File: config.mk
export PLATFORM = sky130hd
export DESIGN_NAME = prog_verify_seq
export DESIGN_NICKNAME = d
export VERILOG_FILES = /design/src/rtl/pv_pkg.sv /design/src/rtl/pv_shift.sv /design/src/rtl/pv_delay.sv /design/src/rtl/prog_verify_seq.sv
export SDC_FILE = /design/constraint.sdc
export NUM_CORES = 1
export LEC_CHECK = 0
export ABC_AREA = 1
export BUFFER_PORTS_ARGS = -buffer_cell sky130_fd_sc_hd__buf_4
export CORE_MARGIN = 3
export CORE_UTILIZATION = 61
export DETAILED_ROUTE_END_ITERATION = 7
export GPL_TIMING_DRIVEN = 0
export PLACE_DENSITY = 0.81
export REMOVE_ABC_BUFFERS = 1
export SLEW_MARGIN = 20
export SYNTH_ARGS = -nofsm -noshare
export SYNTH_HDL_FRONTEND = slang
export SYNTH_HIERARCHICAL = 1
export SYNTH_SLANG_ARGS = --single-unit
File: constraint.sdc
create_clock -name clk -period 2.6 [get_ports clk]
set_input_delay 0.13 -clock clk [delete_from_list [all_inputs] [get_ports clk]]
set_output_delay 0.13 -clock clk [all_outputs]
set_load 0.01 [all_outputs]
File: src/rtl/pv_pkg.sv
package pv_pkg;

    localparam int DATA_W  = 14;
    localparam int FRAME_W = 16;
    localparam int CMD_W   = 6;

    localparam logic [CMD_W-1:0] CMD_LOAD = 6'h02;
    localparam logic [CMD_W-1:0] CMD_READ = 6'h04;
    localparam logic [CMD_W-1:0] CMD_INC  = 6'h06;
    localparam logic [CMD_W-1:0] CMD_PROG = 6'h08;

    typedef enum logic [3:0] {
        S_IDLE,
        S_LDCMD,
        S_LDDAT,
        S_PGCMD,
        S_RDCMD,
        S_RDDAT,
        S_CMP,
        S_INCCMD,
        S_WAIT,
        S_DONE,
        S_FAIL
    } pv_state_e;

endpackage

File: src/rtl/pv_shift.sv
module pv_shift #(
    parameter int HALF_CYC = 2
) (
    input  logic        clk,
    input  logic        rst_n,
    input  logic        go,
    input  logic [4:0]  nbits,
    input  logic [15:0] tx,
    input  logic        sdi,
    output logic        busy,
    output logic        fin,
    output logic        sclk,
    output logic        sdo,
    output logic [13:0] rx
);

    localparam int PW = (HALF_CYC > 1) ? $clog2(HALF_CYC) : 1;
    localparam logic [PW-1:0] PH_END = PW'(HALF_CYC - 1);

    logic [PW-1:0] ph;
    logic [4:0]    bc;
    logic [4:0]    nb;
    logic [15:0]   txr;
    logic          hi;

    assign sclk = hi;

    always_ff @(posedge clk or negedge rst_n) begin
        if (!rst_n) begin
            busy <= 1'b0;
            fin  <= 1'b0;
            hi   <= 1'b0;
            ph   <= '0;
            bc   <= '0;
            nb   <= '0;
            txr  <= '0;
            sdo  <= 1'b0;
            rx   <= '0;
        end else begin
            fin <= 1'b0;
            if (go && !busy) begin
                busy <= 1'b1;
                hi   <= 1'b1;
                ph   <= '0;
                bc   <= '0;
                nb   <= nbits;
                txr  <= tx;
                sdo  <= tx[0];
                rx   <= '0;
            end else if (busy) begin
                if (ph == PH_END) begin
                    ph <= '0;
                    if (hi) begin
                        hi <= 1'b0;
                        if (bc >= 5'd1 && bc <= 5'd14) begin
                            rx[4'(bc - 5'd1)] <= sdi;
                        end
                    end else if (bc == nb - 5'd1) begin
                        busy <= 1'b0;
                        fin  <= 1'b1;
                    end else begin
                        bc  <= bc + 5'd1;
                        hi  <= 1'b1;
                        sdo <= txr[4'(bc + 5'd1)];
                    end
                end else begin
                    ph <= ph + PW'(1);
                end
            end
        end
    end

endmodule

File: src/rtl/pv_delay.sv
module pv_delay #(
    parameter int CNT_W = 8
) (
    input  logic             clk,
    input  logic             rst_n,
    input  logic             load,
    input  logic [CNT_W-1:0] len,
    output logic             expired
);

    logic [CNT_W-1:0] cnt;

    always_ff @(posedge clk or negedge rst_n) begin
        if (!rst_n) begin
            cnt <= '0;
        end else if (load) begin
            cnt <= len;
        end else if (cnt != '0) begin
            cnt <= cnt - CNT_W'(1);
        end
    end

    assign expired = (cnt == '0);

endmodule

File: src/rtl/prog_verify_seq.sv
module prog_verify_seq
    import pv_pkg::*;
#(
    parameter int ADDR_W   = 10,
    parameter int CLK_HALF = 25,
    parameter int GAP_CYC  = 60,
    parameter int PROG_CYC = 500000
) (
    input  logic              clk,
    input  logic              rst_n,
    input  logic              start,
    input  logic [ADDR_W:0]   count,
    output logic [ADDR_W-1:0] img_addr,
    input  logic [13:0]       img_data,
    output logic              sclk,
    output logic              sdata_out,
    output logic              sdata_oe,
    input  logic              sdata_in,
    output logic              done,
    output logic              error,
    output logic [ADDR_W-1:0] err_addr
);

    localparam int IW    = ADDR_W + 1;
    localparam int MAXD  = (PROG_CYC > GAP_CYC) ? PROG_CYC : GAP_CYC;
    localparam int TW    = $clog2(MAXD + 1);
    localparam logic [TW-1:0] GAP_LEN  = TW'(GAP_CYC);
    localparam logic [TW-1:0] PROG_LEN = TW'(PROG_CYC);

    pv_state_e state, state_n;
    pv_state_e ret, ret_n;

    logic          armed, armed_n;
    logic [IW-1:0] idx, idx_n;
    logic [IW-1:0] cnt, cnt_n;
    logic          done_n, err_n;
    logic [ADDR_W-1:0] eaddr_n;

    logic          sh_go, sh_busy, sh_fin;
    logic [4:0]    sh_nbits;
    logic [15:0]   sh_tx;
    logic [13:0]   sh_rx;
    logic          t_load, t_exp;
    logic [TW-1:0] t_len;

    pv_shift #(.HALF_CYC(CLK_HALF)) u_shift (
        .clk   (clk),
        .rst_n (rst_n),
        .go    (sh_go),
        .nbits (sh_nbits),
        .tx    (sh_tx),
        .sdi   (sdata_in),
        .busy  (sh_busy),
        .fin   (sh_fin),
        .sclk  (sclk),
        .sdo   (sdata_out),
        .rx    (sh_rx)
    );

    pv_delay #(.CNT_W(TW)) u_delay (
        .clk     (clk),
        .rst_n   (rst_n),
        .load    (t_load),
        .len     (t_len),
        .expired (t_exp)
    );

    assign img_addr = idx[ADDR_W-1:0];
    assign sdata_oe = !((state == S_RDDAT) || (state == S_WAIT && ret == S_RDDAT));

    // state and datapath registers
    always_ff @(posedge clk or negedge rst_n) begin
        if (!rst_n) begin
            state    <= S_IDLE;
            ret      <= S_IDLE;
            armed    <= 1'b0;
            idx      <= '0;
            cnt      <= '0;
            done     <= 1'b0;
            error    <= 1'b0;
            err_addr <= '0;
        end else begin
            state    <= state_n;
            ret      <= ret_n;
            armed    <= armed_n;
            idx      <= idx_n;
            cnt      <= cnt_n;
            done     <= done_n;
            error    <= err_n;
            err_addr <= eaddr_n;
        end
    end

    // next state and outputs
    always_comb begin
        state_n  = state;
        ret_n    = ret;
        armed_n  = armed;
        idx_n    = idx;
        cnt_n    = cnt;
        done_n   = done;
        err_n    = error;
        eaddr_n  = err_addr;
        sh_go    = 1'b0;
        sh_nbits = 5'd6;
        sh_tx    = '0;
        t_load   = 1'b0;
        t_len    = GAP_LEN;

        unique case (state)
            S_IDLE, S_DONE, S_FAIL: begin
                if (start) begin
                    cnt_n   = count;
                    idx_n   = '0;
                    err_n   = 1'b0;
                    armed_n = 1'b0;
                    if (count == '0) begin
                        done_n  = 1'b1;
                        state_n = S_DONE;
                    end else begin
                        done_n  = 1'b0;
                        state_n = S_LDCMD;
                    end
                end
            end
            S_LDCMD, S_LDDAT, S_PGCMD, S_RDCMD, S_INCCMD: begin
                unique case (state)
                    S_LDCMD:  sh_tx = {10'd0, CMD_LOAD};
                    S_LDDAT:  sh_tx = {1'b0, img_data, 1'b0};
                    S_PGCMD:  sh_tx = {10'd0, CMD_PROG};
                    S_RDCMD:  sh_tx = {10'd0, CMD_READ};
                    default:  sh_tx = {10'd0, CMD_INC};
                endcase
                sh_nbits = (state == S_LDDAT) ? 5'd16 : 5'd6;
                if (!armed) begin
                    sh_go   = 1'b1;
                    armed_n = 1'b1;
                end else if (sh_fin) begin
                    armed_n = 1'b0;
                    t_load  = 1'b1;
                    state_n = S_WAIT;
                    unique case (state)
                        S_LDCMD: ret_n = S_LDDAT;
                        S_LDDAT: ret_n = S_PGCMD;
                        S_PGCMD: begin
                            ret_n = S_RDCMD;
                            t_len = PROG_LEN;
                        end
                        S_RDCMD: ret_n = S_RDDAT;
                        default: begin
                            ret_n = S_LDCMD;
                            idx_n = idx + IW'(1);
                        end
                    endcase
                end
            end
            S_RDDAT: begin
                sh_nbits = 5'd16;
                if (!armed) begin
                    sh_go   = 1'b1;
                    armed_n = 1'b1;
                end else if (sh_fin) begin
                    armed_n = 1'b0;
                    state_n = S_CMP;
                end
            end
            S_CMP: begin
                if (sh_rx != img_data) begin
                    err_n   = 1'b1;
                    done_n  = 1'b1;
                    eaddr_n = idx[ADDR_W-1:0];
                    state_n = S_FAIL;
                end else if (idx + IW'(1) == cnt) begin
                    done_n  = 1'b1;
                    state_n = S_DONE;
                end else begin
                    t_load  = 1'b1;
                    ret_n   = S_INCCMD;
                    state_n = S_WAIT;
                end
            end
            S_WAIT: begin
                if (t_exp && !sh_busy) begin
                    state_n = ret;
                end
            end
            default: state_n = S_IDLE;
        endcase
    end

endmodule

* After elaboration in Yosys (flattened, before gate mapping)
Index checks and enable logic that the tools add are counted.
Storage, ports and cells: bits of input ports 29, register bits 111, logic and storage cells 179
Cells by class: equal/unequal tests 28, multiplexer cells 86, reduce and logical (&&, ||, !) cells 36, order comparisons 5, $add $sub $neg 6
Operators with widths (number):
- $mux 19 | 6
- $mux 14 | 5
- $pmux 15 s4 | 1
- $mux 5 | 9
- $mux 11 | 4
- $mux 4 | 11
- $mux 1 | 36
- $pmux 11 s2 | 1
- $eq 4x3->1 const B | 5
- $pmux 4 s5 | 1
- $logic_not 19->1 | 1
- $reduce_bool 19->1 | 1
- $sub 19x1->19 const B | 1
- $reduce_bool 2->1 | 9
- $ne 2x2->1 const B | 8
- $mux 15 | 1
- $bwmux 14 | 1
- $ne 14x14->1 | 1
- $eq 4x4->1 const B | 3
- $pmux 3 s4 | 1
- $add 11x1->11 const B | 1
- $eq 11x11->1 | 1
- $logic_not 11->1 | 1
- $add 5x1->5 const B | 2
- other kinds (31) | 50

* Logic depth before layout (Yosys ltp)
depth in word-level cells 11, mapped depth 18

* Hierarchy
The synthesis kept the hierarchy.
Modules (own cells, without submodules):
- prog_verify_seq | times used 1, cells each 422, seq. area each 1051.0 um2, area each 2911.5 um2
- pv_shift | times used 1, cells each 390, seq. area each 1226.2 um2, area each 2862.7 um2
- pv_delay | times used 1, cells each 192, seq. area each 475.5 um2, area each 1300.0 um2

* Worst setup path after synthesis
No wires, ideal clock.
kind flip-flop to flip-flop, from register idx[0], to register u_delay.cnt[15], setup time 0.077 ns, period minus slack after synthesis 2.330 ns, path slack 0.270 ns, arrival 2.252 ns, cell stages (with the launch flop) 17, required time 2.523 ns, cell sequence dfrtp_1 > ha_1 > nand2_1 > nor2_2 > nand2_1 > nand2_1 > nor2_1 > nor2_1 > nand3_1 > nor2_2 > nand3_2 > nand2_2 > inv_1 > inv_1 > clkbuf_1 > nand3_1 > a21oi_1
Between the ends: word-level cells in the longest chain between the ends 6, elaborated cells on any way between the ends 7, classes of those cells add/sub (1); eq/ne (1); mux (4); reduce/logical (1)
RTL lines:
- start: declaration | RTL line prog_verify_seq.sv:34 | logic [IW-1:0] idx, idx_n;
- start signal: assignment | RTL line prog_verify_seq.sv:86 | idx <= idx_n;
- $add 11x1->11 * | RTL line prog_verify_seq.sv:173 | end else if (idx + IW'(1) == cnt) begin
- $eq 11x11->1 * | RTL line prog_verify_seq.sv:173
- $mux 1 * | RTL line prog_verify_seq.sv:173
- $mux 1 * | RTL line prog_verify_seq.sv:168 | if (sh_rx != img_data) begin
- $pmux 1 s2 * | RTL line prog_verify_seq.sv:110 | unique case (state)
- net t_load | RTL line prog_verify_seq.sv:43 | logic t_load, t_exp;
- $mux 19 / $reduce_bool 2->1 (equally long branches)
- end signal: assignment | RTL line pv_delay.sv:17 | cnt <= len;
- end signal: assignment | RTL line pv_delay.sv:19 | cnt <= cnt - CNT_W'(1);
- end: declaration | RTL line pv_delay.sv:11 | logic [CNT_W-1:0] cnt;
The timed path passes the listed nets; every way through them passes the cells marked *. A chain may end at the register's enable or synchronous reset.

* Worst setup path in the final report
from register idx[1], to register u_delay.cnt[1]
Same word-level chain as after synthesis.

==> run metrics <==
run status=complete, no violations; effective utilization at floorplan=0.6386; aggregate global-route resource usage=0.2617; share of the cycle needed by the critical path after routing=0.9776; PortBufs=53; vertical extent of the die=113.7 µm; Synth Area in XOR/XNOR=0.02600; static leakage power=4.242 nW; peak supply drop=0.7021 mV; synthesized instance count=1,004; area of all sequential standard cells=2755 µm²; Die Wd=113.7 µm; post-place instance area=7481 µm²; post-DR vias/cell=5.356; antenna violations before repair=0; first-pass GRT wire length=27.33 mm; commonest cells after routing, fill and taps aside=316 x sky130_fd_sc_hd__nand2_1, 125 x sky130_fd_sc_hd__inv_1, 108 x sky130_fd_sc_hd__dfrtp_1; CTS tree=done; area of the core=11,080 µm²; startpoint of the most critical register-to-register path=idx[1]$_DFFE_PN0P_; post-CTS clock slew at the launch and capture registers of the worst setup and hold paths=80 ps; transition time at the pin with the least slew margin=1022 ps; leading cell type in the layout, fill and taps excluded=sky130_fd_sc_hd__nand2_1; number of warnings issued by yosys=6; worst setup path endpoint=u_delay/cnt[1]$_DFFE_PN0P_; class of the worst hold path=in -> reg; relative area change from synthesis to final layout=16.09%; Max Buffers Root-to-Sink=2; DRC violation count after routing=0; Final ANT Viol Nets=0; CTS Root Buffer Type=sky130_fd_sc_hd__clkbuf_16; clk sink count=110; Max FO, Critical Path=5; mean cell area of the mapped netlist=7.046 µm²; post-synthesis mux area share=0; Pre-Repair DR Iteration Count=6; unrepaired setup endpoints after global routing=yes; Final nets=1,120; final hold slack=16.24 ps; dominant combinational cell family by area after synthesis=simple AND/OR/NAND/NOR gates; count of distinct cell types in the synthesized netlist=42; number of synthesized register bits=110; Detailed Route Iter0 Violations=437; basic-gate share of the synthesized area counting and, or, nand and nor cells=0.3695; total half-perimeter wirelength after legalization and detailed placement=10.90 mm; area of the die=12,930 µm²; final critical path time including I/O delays and setup=2542 ps; sequential cell area fraction in the yosys report=0.3891; fraction of layout instances using a drive strength above 1=0.1734; area fraction in compound gates after synthesis=0.08383; Layout Skew=8.786 ps; final WL=17.47 mm; antenna cell count=0; CP Class=reg -> reg; areal power density over the cells=935.1 nW/µm²; via count of the first global-routing pass=6,104; element type at the critical path start=register; fmax=393.4 MHz; vias=6,556; total power=0.007680 W; later-pin clock latency in the skew report=370 ps; sort of element at the end of the critical path=register; Worst Hold Launch=count[6]; required time worst endpoint=2890 ps; H-tree depth=3; area of the mapped netlist=7074 µm²; top-level port count=54; Final Wtd Congestion=0.9028; drt wl/cell=14.27 µm; number of endpoints with negative hold slack in the final report=0; maximum number of pins on one net before global-route repair=111; number of cells on the worst reg-to-reg path=16; Inserted Clock Buffers=9; final number of setup-violating endpoints=0; reg-to-reg slack, setup=60 ps; FP Rows=38; post-route cell area=8213 µm²; Crit path arrival time=2840 ps; number of fillers in the final layout=873; area of combinational cells with multiple inputs=3734 µm²; max-slew headroom at the worst pin=0.3188; start point of the critical path=idx[1]$_DFFE_PN0P_; Max Slew Vio Count=0; Adder-Cell Fraction of Synth Area=0.02122; GRT overflow=0; r2r endpoint=u_delay/cnt[1]$_DFFE_PN0P_; maximum capacitance violations=0
==> worst min path at each step <==
stage	end	slack, ps	cells past startpoint
CTS	cnt[10]$_DFFE_PN0P_	0.3	3
global route	cnt[6]$_DFFE_PN0P_	30	3
finish	cnt[6]$_DFFE_PN0P_	20	3
global placement	cnt[7]$_DFFE_PN0P_	350	3
floorplan	armed$_DFFE_PN0P_	-170	0
detailed placement	err_addr[5]$_DFFE_PN0P_	340	1
==> layout make-up <==
cell class / instances / share of cell area
inverters: 146 / 0.06993
well taps: 140 / 0.02133
repair inverters: 4 / 0.003656
clock inverters: 6 / 0.009445
flip-flops and latches: 110 / 0.3355
clock buffers: 10 / 0.02910
multi-input cells: 730 / 0.4546
repair buffers: 78 / 0.07648
==> repair_timing <==
item                       4_1_cts  5_1_grt
hold endpoints to repair       119        1
gates resized for setup         15       35
cloned                           2        4
hold buffers                    10        1
setup endpoints to repair       44       58
pin swaps                        1       17
setup buffers                    6        8
==> per-stage QoR <==
| stage | utilization | instances | worst slack [ps] | setup TNS (ps) |
|---|---|---|---|---|
| after CTS | 0.7220 | 1211 | -34.07 | -48.99 |
| final | 0.7414 | 1224 | 58.14 | 0 |
| after global placement | 0.6749 | 1177 | -1161 | -23560 |
| after floorplan | - | 984 | -132.2 | -1547 |
| after detailed placement | 0.6753 | 1177 | -1150 | -24360 |
| after global routing | 0.7414 | 1224 | -137.6 | -684.6 |
==> logic make-up after synthesis <==
family,Yosys count
buffers and inverters,178
xor gates and xnor gates,21
and+or+nand+nor,583
other,2
adders and majority gates,12
AOI/OAI and AO/OA,98
DFF,110
==> cell usage after synthesis (all sizes together) <==
library cell,n,area share
a22o,1,0.0014
nand4,7,0.0071
o211ai,1,0.0011
or2,4,0.0035
a21oi,15,0.011
o21bai,3,0.0048
nor3,16,0.015
nor4,3,0.0027
clkbuf,11,0.0058
buf,21,0.025
xor2,14,0.017
xnor2,7,0.0087
conb,2,0.0011
nand3,88,0.068
dfrtp,110,0.39
o22ai,9,0.016
nand3b,6,0.0064
inv,146,0.079
nor2,120,0.079
o21ai,68,0.049
a31oi,1,0.00088
nand2,339,0.19
ha,12,0.021
==> per-layer routing <==
metal	wire length [µm]	track usage	part of all wire	vias up
li1	-	-	-	3263
met1	7258	0.3147	0.42	3058
met2	8913	0.4629	0.51	191
met3	854	0.05358	0.049	44
met4	438	0.09615	0.025	0
met5	0	0	0	-
==> state kept, by name, indices dropped and copies added (netlist names), 4 cells and up <==
register     count
state            4
u_shift/bc       5
cnt             11
u_shift/ph       5
u_shift/txr     16
u_delay/cnt     19
err_addr        10
u_shift/rx      14
u_shift/nb       5
idx             11
==> power breakdown <==
group | leakage (nW) | internal (W) | total [W] | switching [W]
clock | 0.153 | 0.000793 | 0.00149 | 0.000693
combinational | 2.67 | 0.00128 | 0.00358 | 0.00230
sequential | 1.42 | 0.00221 | 0.00261 | 0.000404
total | 4.24 | 0.00428 | 0.00768 | 0.00340
==> worst max-delay path, cell delays in order, from the launching register on <==
cell and delay, ps:
sky130_fd_sc_hd__dfrtp_2 410, sky130_fd_sc_hd__buf_6 130, sky130_fd_sc_hd__nand2_2 70, sky130_fd_sc_hd__nor2_4 190, sky130_fd_sc_hd__nand2_2 100, sky130_fd_sc_hd__nand2_1 100
sky130_fd_sc_hd__a21oi_1 80, sky130_fd_sc_hd__nor2_1 140, sky130_fd_sc_hd__nand2_1 110, sky130_fd_sc_hd__nor2_4 160, sky130_fd_sc_hd__nand3_4 120, sky130_fd_sc_hd__nand2_4 110
sky130_fd_sc_hd__clkinvlp_4 160, sky130_fd_sc_hd__buf_4 180, sky130_fd_sc_hd__o21ai_0 230, sky130_fd_sc_hd__nand2_1 90, sky130_fd_sc_hd__o21ai_1 80
Power figures use the tool's default switching activity.
